===== config.mk =====
export PLATFORM = sky130hd
export DESIGN_NAME = tbw_launcher
export DESIGN_NICKNAME = d
export VERILOG_FILES = /design/src/rtl/tbw_pkg.sv /design/src/rtl/tbw_fit.sv /design/src/rtl/tbw_entry.sv /design/src/rtl/tbw_launcher.sv
export SDC_FILE = /design/constraint.sdc
export NUM_CORES = 1
export LEC_CHECK = 0
export ABC_AREA = 1
export BUFFER_PORTS_ARGS = -buffer_cell sky130_fd_sc_hd__buf_4
export CAP_MARGIN = 20
export CORE_MARGIN = 2
export CORE_UTILIZATION = 40
export DETAILED_ROUTE_END_ITERATION = 8
export PLACE_DENSITY_LB_ADDON = 0.2
export SLEW_MARGIN = 20
export SYNTH_ARGS = -nofsm -noshare
export SYNTH_HDL_FRONTEND = slang
export SYNTH_SLANG_ARGS = --single-unit

===== constraint.sdc =====
create_clock -name clk -period 8.8 [get_ports clk]
set_clock_uncertainty 0.1 [all_clocks]
set_input_delay 1.32 -clock clk [delete_from_list [all_inputs] [get_ports clk]]
set_output_delay 1.32 -clock clk [all_outputs]
set_load 0.02 [all_outputs]

===== src/rtl/tbw_pkg.sv =====
package tbw_pkg;
  // Source of the command offered this cycle
  typedef enum logic [1:0] {
    SRC_NONE = 2'd0,
    SRC_NEW  = 2'd1,
    SRC_PART = 2'd2
  } tbw_src_e;
endpackage


===== src/rtl/tbw_fit.sv =====
// Warp-level fit test: n warps need n contexts and n*rpw registers.
module tbw_fit #(
  parameter int CNT_W = 6,
  parameter int RPW_W = 8,
  parameter int REG_W = 16,
  parameter int CTX_W = 7
) (
  input  logic [CNT_W-1:0] nwarps,
  input  logic [RPW_W-1:0] rpw,
  input  logic [REG_W-1:0] free_regs,
  input  logic [CTX_W-1:0] free_ctx,
  output logic             fits
);
  localparam int PW = CNT_W + RPW_W;
  logic [PW-1:0] need;

  always_comb begin
    need = PW'(nwarps) * PW'(rpw);
    fits = (32'(nwarps) <= 32'(free_ctx)) && (32'(need) <= 32'(free_regs));
  end
endmodule


===== src/rtl/tbw_entry.sv =====
// Single partial-block entry: block ID, regs per warp, next unissued warp, last warp.
module tbw_entry #(
  parameter int BLK_W = 8,
  parameter int IDX_W = 5,
  parameter int CNT_W = 6,
  parameter int RPW_W = 8
) (
  input  logic             clk,
  input  logic             rst_n,
  input  logic             load,
  input  logic [BLK_W-1:0] ld_blk,
  input  logic [IDX_W-1:0] ld_last,
  input  logic [RPW_W-1:0] ld_rpw,
  input  logic             adv,
  input  logic [CNT_W-1:0] step,
  output logic             v_q,
  output logic [BLK_W-1:0] blk_q,
  output logic [IDX_W-1:0] start_q,
  output logic [RPW_W-1:0] rpw_q,
  output logic [CNT_W-1:0] rem
);
  logic [IDX_W-1:0] last_q, last_d, start_d;
  logic [BLK_W-1:0] blk_d;
  logic [RPW_W-1:0] rpw_d;
  logic             v_d, en, done;

  always_comb begin
    rem  = CNT_W'(last_q) - CNT_W'(start_q) + CNT_W'(1);
    done = (step == rem);
    en   = load | adv;
    v_d = v_q; blk_d = blk_q; start_d = start_q; last_d = last_q; rpw_d = rpw_q;
    if (load) begin
      v_d     = 1'b1;
      blk_d   = ld_blk;
      start_d = IDX_W'(1);
      last_d  = ld_last;
      rpw_d   = ld_rpw;
    end else if (adv) begin
      if (done) v_d = 1'b0;
      start_d = start_q + IDX_W'(step);
    end
  end

  always_ff @(posedge clk or negedge rst_n) begin
    if (!rst_n) begin
      v_q <= 1'b0; blk_q <= '0; start_q <= '0; last_q <= '0; rpw_q <= '0;
    end else if (en) begin
      v_q <= v_d; blk_q <= blk_d; start_q <= start_d; last_q <= last_d; rpw_q <= rpw_d;
    end
  end

  // a new partial block is never captured over a pending one
  a_r5_one_partial: assert property (@(posedge clk) disable iff (!rst_n)
    load |-> !v_q);
  // a partial step that does not finish moves the start index forward by the count
  a_r6_ascending: assert property (@(posedge clk) disable iff (!rst_n)
    adv && !done |=> v_q && (start_q == $past(start_q) + IDX_W'($past(step))));
  // issuing all remaining warps frees the entry
  a_r7_clear: assert property (@(posedge clk) disable iff (!rst_n)
    adv && done |=> !v_q);
endmodule


===== src/rtl/tbw_launcher.sv =====
module tbw_launcher
  import tbw_pkg::*;
#(
  parameter int MAX_WARPS = 32,
  parameter int BLK_W     = 8,
  parameter int RPW_W     = 8,
  parameter int REG_W     = 16,
  parameter int CTX_W     = 7,
  parameter int SMEM_W    = 16,
  localparam int IDX_W    = $clog2(MAX_WARPS),
  localparam int CNT_W    = $clog2(MAX_WARPS + 1)
) (
  input  logic              clk,
  input  logic              rst_n,
  input  logic              blk_valid,
  output logic              blk_ready,
  input  logic [BLK_W-1:0]  blk_id,
  input  logic [CNT_W-1:0]  blk_nwarps,
  input  logic [RPW_W-1:0]  blk_regs,
  input  logic [SMEM_W-1:0] blk_smem,
  input  logic [REG_W-1:0]  free_regs,
  input  logic [CTX_W-1:0]  free_ctx,
  input  logic [SMEM_W-1:0] free_smem,
  output logic              lch_valid,
  input  logic              lch_ready,
  output logic [BLK_W-1:0]  lch_blk,
  output logic [IDX_W-1:0]  lch_first,
  output logic [CNT_W-1:0]  lch_count
);
  tbw_src_e         src;
  logic             ent_v, fit_all, fit_one, smem_ok, fire, load, adv;
  logic [BLK_W-1:0] ent_blk;
  logic [IDX_W-1:0] ent_start, ld_last;
  logic [RPW_W-1:0] ent_rpw, rpw_sel;
  logic [CNT_W-1:0] ent_rem, want_n;

  // Source selection: a pending partial block always wins
  always_comb begin
    smem_ok = (blk_smem <= free_smem);
    if (ent_v)                     src = SRC_PART;
    else if (blk_valid && smem_ok) src = SRC_NEW;
    else                           src = SRC_NONE;
    want_n  = ent_v ? ent_rem : blk_nwarps;
    rpw_sel = ent_v ? ent_rpw : blk_regs;
  end

  tbw_fit #(.CNT_W(CNT_W), .RPW_W(RPW_W), .REG_W(REG_W), .CTX_W(CTX_W)) u_fit_all (
    .nwarps(want_n), .rpw(rpw_sel), .free_regs(free_regs), .free_ctx(free_ctx),
    .fits(fit_all));

  tbw_fit #(.CNT_W(CNT_W), .RPW_W(RPW_W), .REG_W(REG_W), .CTX_W(CTX_W)) u_fit_one (
    .nwarps(CNT_W'(1)), .rpw(rpw_sel), .free_regs(free_regs), .free_ctx(free_ctx),
    .fits(fit_one));

  // Launch command and handshakes
  always_comb begin
    lch_valid = (src != SRC_NONE) && fit_one;
    lch_count = fit_all ? want_n : CNT_W'(1);
    lch_first = ent_v ? ent_start : '0;
    lch_blk   = ent_v ? ent_blk : blk_id;
    fire      = lch_valid && lch_ready;
    blk_ready = fire && (src == SRC_NEW);
    load      = blk_ready && !fit_all;
    adv       = fire && (src == SRC_PART);
    ld_last   = IDX_W'(blk_nwarps - CNT_W'(1));
  end

  tbw_entry #(.BLK_W(BLK_W), .IDX_W(IDX_W), .CNT_W(CNT_W), .RPW_W(RPW_W)) u_entry (
    .clk(clk), .rst_n(rst_n),
    .load(load), .ld_blk(blk_id), .ld_last(ld_last), .ld_rpw(blk_regs),
    .adv(adv), .step(lch_count),
    .v_q(ent_v), .blk_q(ent_blk), .start_q(ent_start), .rpw_q(ent_rpw), .rem(ent_rem));

  // while a partial block is pending no new block is taken
  a_r5_no_new_block: assert property (@(posedge clk) disable iff (!rst_n)
    ent_v |-> !blk_ready);
  // a command never asks for more warp contexts than are free
  a_r6_ctx_bound: assert property (@(posedge clk) disable iff (!rst_n)
    lch_valid |-> (32'(lch_count) <= 32'(free_ctx)) && (lch_count != '0));
  // a refused command leaves the partial entry unchanged
  a_r9_hold: assert property (@(posedge clk) disable iff (!rst_n)
    lch_valid && !lch_ready |=> $stable(ent_v) && $stable(ent_start));
endmodule


* Word-level counts from Yosys, hierarchy flattened *
Index checks and enable logic that the tools add are counted.

cells by class
  order comparisons = 5
  reduce and logical (&&, ||, !) cells = 15
  bitwise logic cells = 1
  equality and inequality tests = 3
  multiplexer cells = 12
  add/sub/neg operators = 4
  $mul = 1

operators by type and width
  kind                                                                    number
  14-bit by 16-bit <= comparator with 1-bit output                        1
  16-bit <= comparator                                                    1
  8-bit by 16-bit <= comparator with 1-bit output                         1
  8-bit 2-to-1 mux                                                        2
  5-bit 2-to-1 mux                                                        3
  6-bit by 8-bit multiplier with 14-bit output                            1
  6-bit 2-to-1 mux                                                        2
  1-bit logical AND                                                       8
  1-bit by 7-bit <= comparator with 1-bit output (first input constant)   1
  6-bit by 7-bit <= comparator with 1-bit output                          1
  6-bit by 1-bit adder with 6-bit output (second input constant)          1
  6-bit equality test                                                     1
  2-bit nonzero test                                                      3
  5-bit by 5-bit subtractor with 6-bit output                             1
  5-bit adder                                                             1
  5-bit by 1-bit subtractor with 5-bit output (second input constant)     1
  1-bit 2-to-1 mux                                                        4
  2-bit AND reduction                                                     2
  3-bit AND reduction                                                     1
  2-bit by 1-bit equality test with 1-bit output (second input constant)  1
  2-bit equality test (second input constant)                             1
  2-bit 2-to-1 mux                                                        1
  1-bit logical NOT                                                       1
  1-bit bitwise OR                                                        1

word-level totals
  bits in registers = 27

* Logic depth before layout (Yosys ltp) *
Gate-level depths: netlist of run 1.

  depth in word-level cells = 11
  depth in mapped cells = 44

* Cells and area by module *
From an unflattened synthesis of run 1, not the netlist that was laid out.

unflattened totals
  cell total of the unflattened synthesis = 1020
  area, all modules = 6651.4 µm²

by module, submodules not included
  module               cells each  area an instance (µm²)  times used  sequential area each (µm²)
  tbw_fit (u_fit_one)  324         2117.0                  1           0.0
  tbw_fit (u_fit_all)  321         2110.8                  1           0.0
  tbw_entry            196         1522.7                  1           675.6
  tbw_launcher         179         900.9                   1           0.0

* Least setup slack after synthesis of run 1 *
OpenSTA, ideal clock, no wires.

  path kind = register to output
  from = register u_entry.start_q[1]
  to = output port lch_count[1]
  path slack = 0.749 ns
  cell stages (with the launch flop) = 36
  arrival time = 6.631 ns
  cells stage by stage = dfrtp_1 > ha_1 > inv_1 > ha_1 > fa_1 > a21oi_1 > o21bai_1 > xor2_1 > nand2_1 > o21a_1 > buf_2 > inv_1 > nor2_1 > fa_1 > inv_1 > fa_1 > fa_1 > inv_1 > ha_1 > inv_1 > o31ai_1 > a21oi_1 > nor2_1 > nor2_1 > o21ai_0 > a21o_1 > a21oi_1 > xor2_1 > ha_1 > nand2_1 > nor4_2 > nand2_1 > nand2_1 > buf_2 > nand3_1 > inv_1

on the way
  longest elaborated chain between the ends = 7
  elaborated cells between the ends (all ways) = 8

ends and longest elaborated chain
  what                                              RTL line            RTL
  from (decl)                                       tbw_entry.sv:18     output logic [IDX_W-1:0] start_q,
  from (signal assigned)                            tbw_entry.sv:48     v_q <= v_d; blk_q <= blk_d; start_q <= start_d; last_q <= last_d; rpw_q <= rpw_d;
  5-bit by 5-bit subtractor with 6-bit output (*)   tbw_entry.sv:28     rem = CNT_W'(last_q) - CNT_W'(start_q) + CNT_W'(1);
  6-bit by 1-bit adder with 6-bit output (*)        tbw_entry.sv:28
  6-bit 2-to-1 mux (*)                              tbw_launcher.sv:43  want_n = ent_v ? ent_rem : blk_nwarps;
  6-bit by 8-bit multiplier with 14-bit output      tbw_fit.sv:18       need = PW'(nwarps) * PW'(rpw);
  14-bit by 16-bit <= comparator with 1-bit output  tbw_fit.sv:19       fits = (32'(nwarps) <= 32'(free_ctx)) && (32'(need) <= 32'(free_regs));
  1-bit logical AND                                 tbw_fit.sv:19
  6-bit 2-to-1 mux (*)                              tbw_launcher.sv:58  lch_count = fit_all ? want_n : CNT_W'(1);
  to (decl)                                         tbw_launcher.sv:28  output logic [CNT_W-1:0] lch_count

Every way passes the cells marked *; elsewhere a longest branch is shown, timed or not.

* Worst setup path after layout of run 1 *
  from = register u_entry.start_q[1]
  to = output port lch_count[5]

The elaborated chain is that of the path after synthesis.

==> impl_metrics.env, run 1 <==
export IMPL_outcome="finished, final reports clean"
export IMPL_multiInputGateArea_mm2=0.003249
export IMPL_core_mm2=0.01094
export IMPL_clock_latency_ps=260
export IMPL_synth_top_family_by_area="adder cells"
export IMPL_post_drt_wl_per_cell_um=12.13
export IMPL_muxShareOfSynthArea=0
export IMPL_crit_path_top_delay_cell="fa_1"
export IMPL_maxCapViolations=0
export IMPL_slew_headroom=0.5562
export IMPL_routed_via_count=4312
export IMPL_worstSetupPathType="flip-flop to output pin"
export IMPL_top_level_ports=102
export IMPL_place_congestion=0.8952
export IMPL_grt_total_usage=0.1779
export IMPL_ys_seq_area_frac=0.1494
export IMPL_rows=38
export IMPL_hold_start="u_entry.rpw_q[7]"
export IMPL_tightest_slew_ps=658.7
export IMPL_synth_xor_area_frac=0.03486
export IMPL_drt_wl_total_mm=10.83
export IMPL_utilization=0.5169
export IMPL_critPathLaunch="u_entry.start_q[1]"
export IMPL_required_ps=7380
export IMPL_grt_max_degree=52
export IMPL_htree_levels=1
export IMPL_synthToLayoutAreaGrowth_pct=25.01
export IMPL_synth_nets=830
export IMPL_postSynthAreaPerCell_um2=7.032
export IMPL_period_share=0.9559
export IMPL_fmax_ghz=0.1189
export IMPL_detail_route_iter0_violations=211
export IMPL_synth_cell_types=38
export IMPL_synth_cells=643
export IMPL_yosys_warnings=0
export IMPL_slew_violations=0
export IMPL_synth_most_common_cell="inv_1"
export IMPL_reg2reg_from="u_entry.start_q[1]"
export IMPL_final_hold_violation_count=0
export IMPL_grt_first_pass_wirelength_mm=17.62
export IMPL_dp_cells=887
export IMPL_first_global_vias=4114
export IMPL_synth_edf_count=0
export IMPL_final_cells=893
export IMPL_drc=0
export IMPL_finalSetupViolations=0
export IMPL_avgViaCountPerCell=4.829
export IMPL_root_buffer="clkbuf_16"
export IMPL_start_kind="flip-flop"
export IMPL_synth_fa_ha_area_frac=0.3381
export IMPL_ys_top_cells_by_area="ha_1 (22%), dfrtp_1 (15%), inv_1 (13%)"
export IMPL_worst_setup_path_end_kind="output pin"
export IMPL_synth_top_area_frac=0.2186
export IMPL_arrival_ps=6990
export IMPL_seqCellArea_um2=676.9
export IMPL_cts_buffers=3
export IMPL_hpwlAfterDp_mm=9.452
export IMPL_dpl_cell_area_mm2=0.005499
export IMPL_cts_tree="yes"
export IMPL_first_pass_iters=4
export IMPL_ys_ff_latch=27
export IMPL_synth_compound_area_frac=0.1173
export IMPL_path_clk_slew_ps=70
export IMPL_n_fill_cell=1114
export IMPL_synthSimpleGateAreaFrac=0.2164
export IMPL_fin_area_mm2=0.005653
export IMPL_diodes=0
export IMPL_synth_top_area_cell="ha_1"
export IMPL_antenna_found_initial=0
export IMPL_yosys_top_cells_count="inv_1 (154), nand2_1 (136), ha_1 (79), o21ai_0 (44), nor2_1 (43)"
export IMPL_post_route_min_period_ps=8412
export IMPL_synthArstFlopShare=1.000
export IMPL_drtAntennaViolNets=0
export IMPL_die_x_um=110.3
export IMPL_ys_flop_type="dfrtp_1"
export IMPL_mappedNetlistArea_mm2=0.004522
export IMPL_drive_gt1_frac=0.2005
export IMPL_cp_max_fo=8
export IMPL_start_util=0.4135
export IMPL_clk_path_buf_depth=2
export IMPL_io_buffers=101
export IMPL_die_area_mm2=0.01217
export IMPL_die_y_um=110.3
export IMPL_nets=941
export IMPL_hp_class="flip-flop to flip-flop"
export IMPL_max_stage_delay_ps=540
export IMPL_grt_overflow=0
export IMPL_clock_sinks=27
[routing by layer]
layer / vias up / track usage / routed length (µm)
li1: 2230 / - / -
met1: 1992 / 0.2369 / 4863
met2: 84 / 0.3221 / 5409
met3: 6 / 0.01705 / 489
met4: 0 / 0.01964 / 68
met5: - / 0 / 0
[what timing repair did]
| item | in CTS | in global routing |
|---|---|---|
| setup endpoints to repair | 6 | 7 |
| buffers inserted | 1 | 1 |
| hold buffers | 0 | 0 |
| pin swaps | 1 | 4 |
| gates resized for setup | 3 | 16 |
[final timing paths]
kind,to,slack [ps],cells after the start
max in group asynchronous,u_entry.start_q[1],7460,1
min in group asynchronous,u_entry.start_q[2],860,1
setup reg to reg,u_entry.start_q[4],890,40
setup / recovery,lch_count[5],390,36
hold reg to reg,u_entry.rpw_q[7],390,2
hold / removal,u_entry.rpw_q[7],390,2
[placed cells by master, fill, tap and decap left out]
cell | netlist | layout
nand4_1 | 11 | 11
nand3_1 | 19 | 19
a21oi_1 | 33 | 30
nor2_1 | 43 | 42
nand2_4 | 0 | 1
dfrtp_1 | 27 | 26
nor4_1 | 2 | 2
o31ai_4 | 0 | 1
a21o_1 | 3 | 3
o21a_4 | 0 | 1
o22ai_1 | 2 | 2
clkbuf_16 | 0 | 3
or2_2 | 3 | 3
nor4_2 | 1 | 1
xor2_1 | 10 | 10
nand3_2 | 5 | 5
o21bai_1 | 2 | 2
fa_1 | 27 | 26
nor3_2 | 1 | 2
nand2_2 | 2 | 2
o21ai_2 | 1 | 2
o21bai_2 | 1 | 1
xnor2_1 | 8 | 8
nand3b_1 | 2 | 2
a31oi_1 | 1 | 1
o31ai_1 | 2 | 1
o21ai_0 | 44 | 41
nor2_2 | 1 | 2
inv_2 | 1 | 3
ha_1 | 79 | 79
dfrtp_2 | 0 | 1
a21oi_2 | 0 | 3
nand2_1 | 136 | 135
a2bb2oi_1 | 1 | 1
buf_4 | 0 | 118
inv_6 | 0 | 1
o21ai_1 | 6 | 8
inv_1 | 154 | 152
fa_2 | 0 | 1
o211ai_1 | 1 | 1
[flip-flops by register name (all words and copies together) (netlist names)]
register and cells:
u_entry.start_q 5, u_entry.v_q 1, u_entry.last_q 5, u_entry.rpw_q 8, u_entry.blk_q 8
[through the flow]
stage	hold slack [ps]	worst slack (ps)	setup TNS, ps
floorplan	341.4	748.8	0
global placement	364.5	279.2	0
detailed placement	373.3	61.37	0
CTS	391.7	21.56	0
global route	423.0	-99.78	-173.4
finish	386.8	388.2	0
[final cells by class]
| cell class | count | area share |
|---|---|---|
| clock buffers | 3 | 0.01328 |
| multi-input cells | 449 | 0.5748 |
| repair buffers | 118 | 0.1567 |
| inverters | 155 | 0.1029 |
| well taps | 140 | 0.03099 |
| clock inverters | 1 | 0.001549 |
| flip-flops and latches | 27 | 0.1197 |
[worst max-delay path, delay by kind of cell, from the launching register on]
kind / cells / cell delay (ps)
adders and majority gates: 8 / 3070
AOI/OAI and AO/OA: 10 / 1330
and+or+nand+nor: 9 / 960
buffers and inverters: 7 / 610
DFF: 1 / 450
xor gates and xnor gates: 2 / 290
[kinds of logic after synthesis]
family                     count (synthesis)
AOI/OAI and AO/OA                         98
DFF                                       27
adders and majority gates                106
and+or+nand+nor                          227
buffers and inverters                    167
xor gates and xnor gates                  18
Power of run 1 is not shown: default switching activity piles up to over one toggle a cycle in this logic, so the estimate is an artifact.
==> inputs of run 2 (changes only) <==
- CORE_ASPECT_RATIO: default -> 1.75
- clock period: 8.8 -> 10.6 ns (I/O delays scaled with it)
==> run 2 against run 1 <==
  * Worst hold slack about the same
  * Non-clock buffer count shrank 13
  * Worst setup slack improved by 580 ps
  * Highest routed layer unchanged
  * Die area rose by 0.27%
==> impl_metrics.env, run 2 (synthesis results as in run 1) <==
export IMPL_outcome="finished, final reports clean"
export IMPL_cp_max_fo=13
export IMPL_worst_path_buf_inv=7
export IMPL_finalSetupViolations=0
export IMPL_worstSetupPathType="flip-flop to output pin"
export IMPL_dp_cells=868
export IMPL_grt_overflow=0
export IMPL_ctsHoldBuffers=0
export IMPL_first_global_vias=4485
export IMPL_reg2reg_depth=40
export IMPL_rows=51
export IMPL_start_kind="flip-flop"
export IMPL_drtAntennaViolNets=0
export IMPL_top_regs="u_entry.blk_q x8, u_entry.rpw_q x8"
export IMPL_fin_ws_ps=963.3
export IMPL_final_hold_violation_count=0
export IMPL_worst_setup_path_end_kind="output pin"
export IMPL_crit_path_top_delay_cell="fa_1"
export IMPL_nets=928
export IMPL_detail_route_iter0_violations=191
export IMPL_hold_start="u_entry.rpw_q[0]"
export IMPL_routed_via_count=4355
export IMPL_drt_wl_total_mm=11.93
export IMPL_critPathLaunch="u_entry.start_q[1]"
export IMPL_grt_max_degree=46
export IMPL_reg2reg_from="u_entry.start_q[1]"
export IMPL_hpwlAfterDp_mm=10.38
export IMPL_io_buffers=101
export IMPL_layout_common_cells="inv_1 (154), nand2_1 (136), buf_4 (105)"
export IMPL_critPathTopFamily="adder cells"
export IMPL_slew_violations=0
export IMPL_grt_first_pass_wirelength_mm=20.19
export IMPL_slew_headroom=0.3735
export IMPL_max_stage_delay_ps=540
export IMPL_fmax_ghz=0.1038
export IMPL_antenna_found_initial=0
export IMPL_cp_common_cell="inv_1"
export IMPL_cts_buffers=3
export IMPL_drive_gt1_frac=0.1689
export IMPL_drc=0
export IMPL_avgViaCountPerCell=4.994
export IMPL_fin_area_mm2=0.005489
export IMPL_period_share=0.9091
export IMPL_dpl_cell_area_mm2=0.005406
export IMPL_die_area_mm2=0.01220
export IMPL_clock_sinks=27
export IMPL_diodes=0
export IMPL_rsz0062_at_grt="no"
export IMPL_clk_path_buf_depth=2
export IMPL_top_level_ports=102
export IMPL_root_buffer="clkbuf_16"
export IMPL_clock_latency_ps=260
export IMPL_setup_tns_ps=0
export IMPL_die_x_um=84.37
export IMPL_grt_total_usage=0.2016
export IMPL_required_ps=8910
export IMPL_hp_class="flip-flop to flip-flop"
export IMPL_crit_cells=35
export IMPL_core_mm2=0.01110
export IMPL_maxCapViolations=0
export IMPL_cts_tree="yes"
export IMPL_post_cts_resized=0
export IMPL_n_fill_cell=1128
export IMPL_start_util=0.4073
export IMPL_die_y_um=144.7
export IMPL_arrival_ps=7950
export IMPL_post_route_min_period_ps=9637
export IMPL_first_pass_iters=4
export IMPL_final_common_cell="inv_1"
export IMPL_htree_levels=1
export IMPL_tightest_slew_ps=929.9
export IMPL_post_drt_wl_per_cell_um=13.68
export IMPL_final_cells=872
export IMPL_pre_cts_ws_ps=958.9
export IMPL_worst_hold_path_num_cells=2
export IMPL_synthToLayoutAreaGrowth_pct=21.39
export IMPL_place_congestion=0.8815
export IMPL_post_cts_buffers=0
export IMPL_path_clk_slew_ps=70
run 2: metrics by stage:
stage,util,hold slack (ps)
after global routing,0.4944,394.8
after detailed placement,0.4869,369.7
after floorplan,-,341.4
after CTS,0.4944,386.0
final,0.4944,386.4
after global placement,0.4869,366.6
run 2: final timing paths:
kind / to / slack, ps
hold reg to reg: u_entry.rpw_q[0] / 390
hold / removal: u_entry.rpw_q[0] / 390
setup / recovery: lch_count[1] / 960
max in group asynchronous: u_entry.start_q[2] / 9000
setup reg to reg: u_entry.start_q[4] / 1710
min in group asynchronous: u_entry.blk_q[3] / 1130
run 2: final cells by class:
cell class	instances	area, µm²	share of cell area
Timing Repair Buffer	105	788.3	0.1436
Tap cell	132	165.2	0.03009
Clock inverter	1	7.507	0.001368
Inverter	155	581.8	0.1060
Multi-Input combinational cell	449	3196	0.5822
Sequential cell	27	675.6	0.1231
Clock buffer	3	75.07	0.01368
run 2: worst reg2reg max path: cells and delay by family (launching register included):
family	cells	cell delay (ps)
XOR/XNOR	4	760
buffers and inverters	5	420
flip-flops	1	470
AND/OR/NAND/NOR	12	1640
adder cells (fa/ha/maj)	10	3790
AO/OA/AOI/OAI	9	1580
run 2: per-layer routing:
metal,track usage,share of wire
met5,0,0
met4,0.08354,0.044
met3,0.01929,0.031
met2,0.4052,0.56
met1,0.2093,0.36
Power of run 2 is left out for the same reason.
